`src/rtl/wadd_pkg.sv`:
```
package wadd_pkg;

   typedef enum logic [1:0] {
      SEL_X    = 2'd0,
      SEL_Y    = 2'd1,
      SEL_CIN  = 2'd2,
      SEL_NONE = 2'd3
   } wsel_e;

   typedef enum int {
      ARCH_BUILTIN = 0,
      ARCH_RIPPLE  = 1
   } arch_e;

   localparam int LAT_MAX = 8;

endpackage

```
`src/rtl/wadd_opbank.sv`:
```
module wadd_opbank
   import wadd_pkg::*;
#(
   parameter int OPW  = 256,
   parameter int BUSW = 32,
   parameter int AW   = 5
) (
   input  logic            clk,
   input  logic            rst_n,
   input  logic            wr_en,
   input  logic [AW-1:0]   wr_addr,
   input  logic [BUSW-1:0] wr_data,
   output logic [OPW-1:0]  op_x,
   output logic [OPW-1:0]  op_y,
   output logic            op_cin,
   output logic            wr_hit
);
   localparam int NW = OPW / BUSW;
   localparam logic [AW-1:0] A_Y   = AW'(NW);
   localparam logic [AW-1:0] A_CIN = AW'(2 * NW);

   wsel_e         sel;
   logic [AW-1:0] slot;

   always_comb begin
      sel  = SEL_NONE;
      slot = '0;
      if (wr_addr < A_Y) begin
         sel  = SEL_X;
         slot = wr_addr;
      end else if (wr_addr < A_CIN) begin
         sel  = SEL_Y;
         slot = wr_addr - A_Y;
      end else if (wr_addr == A_CIN) begin
         sel  = SEL_CIN;
      end
   end

   assign wr_hit = wr_en && (sel != SEL_NONE);

   always_ff @(posedge clk) begin
      if (!rst_n) begin
         op_x   <= '0;
         op_y   <= '0;
         op_cin <= 1'b0;
      end else if (wr_en) begin
         for (int w = 0; w < NW; w++) begin
            if (sel == SEL_X && slot == AW'(w)) op_x[w*BUSW +: BUSW] <= wr_data;
            if (sel == SEL_Y && slot == AW'(w)) op_y[w*BUSW +: BUSW] <= wr_data;
         end
         if (sel == SEL_CIN) op_cin <= wr_data[0];
      end
   end

   AST_IDLE_NO_CHANGE: assert property (@(posedge clk) disable iff (!rst_n)
      !wr_en |=> ($stable(op_x) && $stable(op_y) && $stable(op_cin)));

   AST_UNMAPPED_IGNORED: assert property (@(posedge clk) disable iff (!rst_n)
      (wr_en && wr_addr > A_CIN) |=> ($stable(op_x) && $stable(op_y) && $stable(op_cin)));

endmodule

```
`src/rtl/wadd_core.sv`:
```
module wadd_core
   import wadd_pkg::*;
#(
   parameter int OPW  = 256,
   parameter int ARCH = ARCH_RIPPLE,
   parameter int LAT  = 0
) (
   input  logic           clk,
   input  logic           rst_n,
   input  logic [OPW-1:0] a,
   input  logic [OPW-1:0] b,
   input  logic           ci,
   input  logic           vin,
   output logic [OPW-1:0] s,
   output logic           co,
   output logic           vout
);
   logic [OPW-1:0] s_comb;
   logic           co_comb;

   generate
      if (ARCH == ARCH_BUILTIN) begin : g_builtin
         assign {co_comb, s_comb} = {1'b0, a} + {1'b0, b} + {{OPW{1'b0}}, ci};
      end else begin : g_ripple
         logic [OPW:0] c;
         assign c[0] = ci;
         for (genvar i = 0; i < OPW; i++) begin : g_fa
            assign s_comb[i] = a[i] ^ b[i] ^ c[i];
            assign c[i+1]    = (b[i] & c[i]) | (a[i] & c[i]) | (a[i] & b[i]);
         end
         assign co_comb = c[OPW];
      end

      if (LAT == 0) begin : g_comb
         assign s    = s_comb;
         assign co   = co_comb;
         assign vout = vin;
      end else begin : g_pipe
         logic [OPW:0] stg [LAT];
         logic [LAT-1:0] vld;
         always_ff @(posedge clk) begin
            if (!rst_n) begin
               vld <= '0;
               for (int k = 0; k < LAT; k++) stg[k] <= '0;
            end else begin
               stg[0] <= {co_comb, s_comb};
               vld[0] <= vin;
               for (int k = 1; k < LAT; k++) begin
                  stg[k] <= stg[k-1];
                  vld[k] <= vld[k-1];
               end
            end
         end
         assign {co, s} = stg[LAT-1];
         assign vout    = vld[LAT-1];
      end
   endgenerate

endmodule

```
`src/rtl/wadd_result.sv`:
```
module wadd_result #(
   parameter int OPW  = 256,
   parameter int BUSW = 32,
   parameter int AW   = 5
) (
   input  logic            clk,
   input  logic            rst_n,
   input  logic            cap,
   input  logic [OPW-1:0]  s,
   input  logic            co,
   input  logic [AW-1:0]   rd_addr,
   output logic [BUSW-1:0] rd_data
);
   localparam int NW = OPW / BUSW;
   localparam logic [AW-1:0] A_CO = AW'(NW);

   logic [OPW-1:0] res_s;
   logic           res_c;

   always_ff @(posedge clk) begin
      if (!rst_n) begin
         res_s <= '0;
         res_c <= 1'b0;
      end else if (cap) begin
         res_s <= s;
         res_c <= co;
      end
   end

   always_comb begin
      rd_data = '0;
      for (int w = 0; w < NW; w++) begin
         if (rd_addr == AW'(w)) rd_data = res_s[w*BUSW +: BUSW];
      end
      if (rd_addr == A_CO) rd_data[0] = res_c;
   end

   AST_RESULT_HOLD: assert property (@(posedge clk) disable iff (!rst_n)
      !cap |=> ($stable(res_s) && $stable(res_c)));

   AST_CARRY_WORD: assert property (@(posedge clk) disable iff (!rst_n)
      (rd_addr == A_CO) |-> (rd_data[BUSW-1:1] == '0));

   AST_UNMAPPED_READ: assert property (@(posedge clk) disable iff (!rst_n)
      (rd_addr > A_CO) |-> (rd_data == '0));

endmodule

```
`src/rtl/wadd_harness.sv`:
```
module wadd_harness
   import wadd_pkg::*;
#(
   parameter int OPW  = 256,
   parameter int BUSW = 32,
   parameter int ARCH = ARCH_RIPPLE,
   parameter int LAT  = 0,
   localparam int NW  = OPW / BUSW,
   localparam int AW  = $clog2(2 * NW + 1)
) (
   input  logic            clk,
   input  logic            rst_n,
   input  logic            wr_en,
   input  logic [AW-1:0]   wr_addr,
   input  logic [BUSW-1:0] wr_data,
   input  logic            start,
   input  logic [AW-1:0]   rd_addr,
   output logic [BUSW-1:0] rd_data,
   output logic            done
);
   generate
      if (OPW % BUSW != 0) begin : g_bad_width
         $error("wadd_harness: OPW must be a multiple of BUSW");
      end
      if (LAT < 0 || LAT > LAT_MAX) begin : g_bad_lat
         $error("wadd_harness: LAT out of range");
      end
   endgenerate

   logic [OPW-1:0] op_x, op_y, sum;
   logic           op_cin, cout, cap, wr_hit;

   wadd_opbank #(.OPW(OPW), .BUSW(BUSW), .AW(AW)) u_opbank (
      .clk(clk), .rst_n(rst_n), .wr_en(wr_en), .wr_addr(wr_addr),
      .wr_data(wr_data), .op_x(op_x), .op_y(op_y), .op_cin(op_cin),
      .wr_hit(wr_hit)
   );

   wadd_core #(.OPW(OPW), .ARCH(ARCH), .LAT(LAT)) u_core (
      .clk(clk), .rst_n(rst_n), .a(op_x), .b(op_y), .ci(op_cin),
      .vin(start), .s(sum), .co(cout), .vout(cap)
   );

   wadd_result #(.OPW(OPW), .BUSW(BUSW), .AW(AW)) u_result (
      .clk(clk), .rst_n(rst_n), .cap(cap), .s(sum), .co(cout),
      .rd_addr(rd_addr), .rd_data(rd_data)
   );

   always_ff @(posedge clk) begin
      if (!rst_n)      done <= 1'b0;
      else if (cap)    done <= 1'b1;
      else if (wr_hit) done <= 1'b0;
   end

   AST_DONE_ON_CAPTURE: assert property (@(posedge clk) disable iff (!rst_n)
      cap |=> done);

   AST_DONE_CLEARED: assert property (@(posedge clk) disable iff (!rst_n)
      (wr_hit && !cap) |=> !done);

endmodule

```
`config.mk`:
```
export PLATFORM = sky130hd
export DESIGN_NAME = wadd_harness
export DESIGN_NICKNAME = d
export VERILOG_FILES = /design/src/rtl/wadd_pkg.sv /design/src/rtl/wadd_opbank.sv /design/src/rtl/wadd_core.sv /design/src/rtl/wadd_result.sv /design/src/rtl/wadd_harness.sv
export SDC_FILE = /design/constraint.sdc
export NUM_CORES = 2
export LEC_CHECK = 0
export BUFFER_PORTS_ARGS = -buffer_cell sky130_fd_sc_hd__clkbuf_2
export CORE_ASPECT_RATIO = 1.2
export CORE_MARGIN = 2
export CORE_UTILIZATION = 35
export DETAILED_ROUTE_END_ITERATION = 8
export PLACE_DENSITY = 0.6
export SETUP_SLACK_MARGIN = 0.1
export SLEW_MARGIN = 5
export SYNTH_ARGS = -nofsm -noshare
export SYNTH_HDL_FRONTEND = slang
export SYNTH_HIERARCHICAL = 1
export SYNTH_SLANG_ARGS = --single-unit
```
`constraint.sdc`:
```
create_clock -name clk -period 105.5 [get_ports clk]
set_clock_uncertainty 0.1 [all_clocks]
set_input_delay 15.825 -clock clk [delete_from_list [all_inputs] [get_ports clk]]
set_output_delay 15.825 -clock clk [all_outputs]
set_load 0.03 [all_outputs]
```
==> impl_metrics.tcl <==
set metrics [dict create \
    synth-seq-area-share 0.433 \
    layout.cells.non_filler 4524 \
    post-route-util 0.390 \
    synth_area_um2 35600 \
    p_sw_frac 0.233 \
    pwr-share-comb 0.054 \
    r2r-start "u_opbank/op_x[0]$_SDFFE_PN0P_" \
    power_frac_clock 0.455 \
    rsz0062_at_grt "no" \
    power_density_nw_per_um2 15.2 \
    status "completed" \
    p_leak_nw 17.5 \
    drt_iter0_drc 1246 \
    max_freq_mhz 9.69 \
    gr-usage-all-layers 0.169 \
    cts_buffer_depth 3 \
    holdBufCountCts 0 \
    rr_endpoint "u_result/res_s[255]$_SDFFE_PN0P_" \
    tightest_slew_ps 1190 \
    p_int_uw 460 \
    nets 3404 \
    ys_ff_latch 771 \
    setup-violations-final 0 \
    wl_um 88200 \
    num_rows 128 \
    max_stage_delay_ps 430 \
    area_growth_pct 10.7 \
    grt_pass1_wl_um 136000 \
    wl_per_cell_um 19.5 \
    min_period_ps 103150 \
    avgSynthCellArea_um2 11.3 \
    clock_latency_ps 630 \
    finalHoldViolations 0 \
    worst_slack_ps 2350 \
    syn_nets 3456 \
    final_antenna_net_count 0 \
    vias_per_cell 4.78 \
    hp-start "u_opbank/op_x[255]$_SDFFE_PN0P_" \
    min_path_type "flip-flop to flip-flop" \
    h-tree-depth 3 \
    fp.dieH_um 353 \
    initial_utilization 0.352 \
    postCtsSetupBuffers 0 \
    hpwl_um 56600 \
    grt_max_degree 127 \
    synth_edf_count 0 \
    drive_gt1_frac 0.121 \
    seq_power_share 0.492 \
    drv_cap 0 \
    synthArstFlopShare 0 \
    crit_top_cell "fa_1" \
    grt_pass1_vias 22400 \
    grt.overflow.total 0 \
    place_congestion 0.760 \
    min_to "u_opbank/op_x[255]$_SDFFE_PN0P_" \
    cts_buffers 74 \
    dieArea_um2 104000 \
    cp-end-kind "flip-flop" \
    path_clk_slew_ps 60 \
    dr.pass1.iters 5 \
    fp.dieW_um 295 \
    route.detailed.drc 0 \
    critPathKind "flip-flop to flip-flop" \
    dp_worst_setup_slack_ps -1290 \
    num_vias 21600 \
    hold_slack_ps 363 \
    p_switching_uw 139 \
    startpoint_type "flip-flop" \
    synth_area_leaders "dfxtp_1, mux2i_1, fa_1, nand2_1, nor2b_1" \
    io_pins 79 \
    synth_ff_type "dfxtp_1" \
    portBuffers 78 \
    timing.final.crit_share 0.978 \
    grt_antenna_before_repair 7 \
    clock_sinks 771 \
    cts-root-buf "clkbuf_16" \
    core-area_um2 101000 \
    whs_path_depth 2 \
    ys_types 55 \
    vdd_drop_max_mv 0.00968 \
    r2r_slack_ps 2350 \
    synth_top_area_share 0.433 \
    slowest_stage "fa_1" \
    cts_tree "done" \
    final_max_slew_viol_count 0 \
    relSlewSlack 0.208 \
    cp_data_required_time_ps 105950 \
    cp.arrival_ps 103600 \
    yosysTopAreaCell "dfxtp_1" \
    crit_fanout 2 \
    ys_warn_count 6 \
    synth_cells 3154 \
    reg2reg_depth 262 \
    dp_cells 4391 \
]
routing by layer:
metal  share of wire  global-route usage  vias to the layer above
li1                -                   -                    10400
met5         0.00049                   0                        -
met2            0.49               0.289                      281
met1            0.45               0.221                    10800
met4           0.024              0.0522                        8
met3           0.034              0.0223                      117
placed cells by master (no fill, tap or decap), types with 4 or more instances in the layout:
cell       Yosys  final
clkbuf_1     112     23
a22oi_1        4      4
fa_1         256    198
o22ai_1       25     25
a211oi_1       4      4
mux2i_1      776    776
o22ai_2       20     20
fa_2           0     58
clkbuf_2       0     74
nand2_1      579    570
a21oi_1        4      4
dfxtp_1      771    771
o31ai_1       22     22
buf_4         24     38
inv_1         12     11
nand2b_1      25     24
o21ai_0        6      6
bufinv_16      0      5
mux2_2        47     47
clkbuf_8       0     14
a211o_1        5      5
a2bb2oi_1     22     22
a221oi_1       4      4
clkbuf_16      0     77
nor3_1         6      6
nor2_1        11      9
nor2b_1      265    263
clkinv_2       0     10
mux4_2         5      5
nand4b_1       4      4
nand2_2        0      9
per-stage QoR:
stage / cell area, µm² / power, mW / TNS (ps)
after floorplan: 35600 / 0.323 / 0
after global placement: 36800 / 0.334 / -2050
after detailed placement: 36800 / 0.334 / -3760
after CTS: 39300 / 0.606 / 0
after global routing: 39400 / 0.620 / 0
final: 39400 / 0.599 / 0
critical path: cells and delay by family (launching register included):
family | cells | cell delay (ps)
and+or+nand+nor | 1 | 130
adders and majority gates | 256 | 102100
buffers and inverters | 4 | 260
muxes | 1 | 60
DFF | 1 | 310
cell families after synthesis:
kind of cell	synth area share
AOI/OAI and AO/OA	0.0300
adders and majority gates	0.144
buffers and inverters	0.0364
DFF	0.433
muxes	0.236
and+or+nand+nor	0.120
layout make-up:
cell class	count	area, µm²
fillers	9762	61800
multi-input cells	2127	19100
flip-flops and latches	771	15400
clock buffers	114	2210
well taps	1365	1710
repair buffers	116	711
clock inverters	18	225
inverters	12	45.0
diodes	1	2.50
Yosys cell counts (3+ instances only):
cell,number
a2bb2oi_1,22
buf_6,16
a22oi_1,4
nor2b_1,265
nand4b_1,4
inv_1,12
o21ai_0,6
o31ai_1,22
dfxtp_1,771
o22ai_2,20
buf_4,24
clkbuf_1,112
nand2_1,579
nor2_1,11
o22ai_1,25
mux4_2,5
mux2i_1,776
buf_1,11
nor3_1,6
o211ai_1,3
a211oi_1,4
mux2_2,47
buf_2,76
a221oi_1,4
nand2b_1,25
a211o_1,5
fa_1,256
a21oi_1,4
a311oi_1,3
sequential cells by signal, indices dropped and copies added, names as in the netlist:
signal           flops
done                 1
u_opbank/op_cin      1
u_opbank/op_x      256
u_opbank/op_y      256
u_result/res_c       1
u_result/res_s     256
how the worst max path moves through the flow:
stage,from,to,depth (start not counted)
floorplan,u_opbank/op_x[0]$_SDFFE_PN0P_,u_result/res_s[255]$_SDFFE_PN0P_,262
global placement,u_opbank/op_x[0]$_SDFFE_PN0P_,u_result/res_s[255]$_SDFFE_PN0P_,262
detailed placement,u_opbank/op_x[0]$_SDFFE_PN0P_,u_result/res_s[255]$_SDFFE_PN0P_,262
CTS,u_opbank/op_x[0]$_SDFFE_PN0P_,u_result/res_s[255]$_SDFFE_PN0P_,262
global route,u_opbank/op_x[0]$_SDFFE_PN0P_,u_result/res_s[255]$_SDFFE_PN0P_,262
finish,u_opbank/op_x[0]$_SDFFE_PN0P_,u_result/res_s[255]$_SDFFE_PN0P_,262
power groups by stage:
stage	clock [mW]	combinational, mW	sequential [mW]
2_1_floorplan	0	0.0225	0.301
3_5_place_dp	0	0.0326	0.301
5_1_grt	0.290	0.0344	0.295
4_1_cts	0.279	0.0326	0.295
3_3_place_gp	0	0.0324	0.301
6_report	0.273	0.0322	0.295
repair_timing:
action	CTS	global route
endpoints found under the hold margin	0	0
setup endpoints to repair	6	6
resized for setup	25	33
No activity file was read; power rests on OpenSTA's default activity.
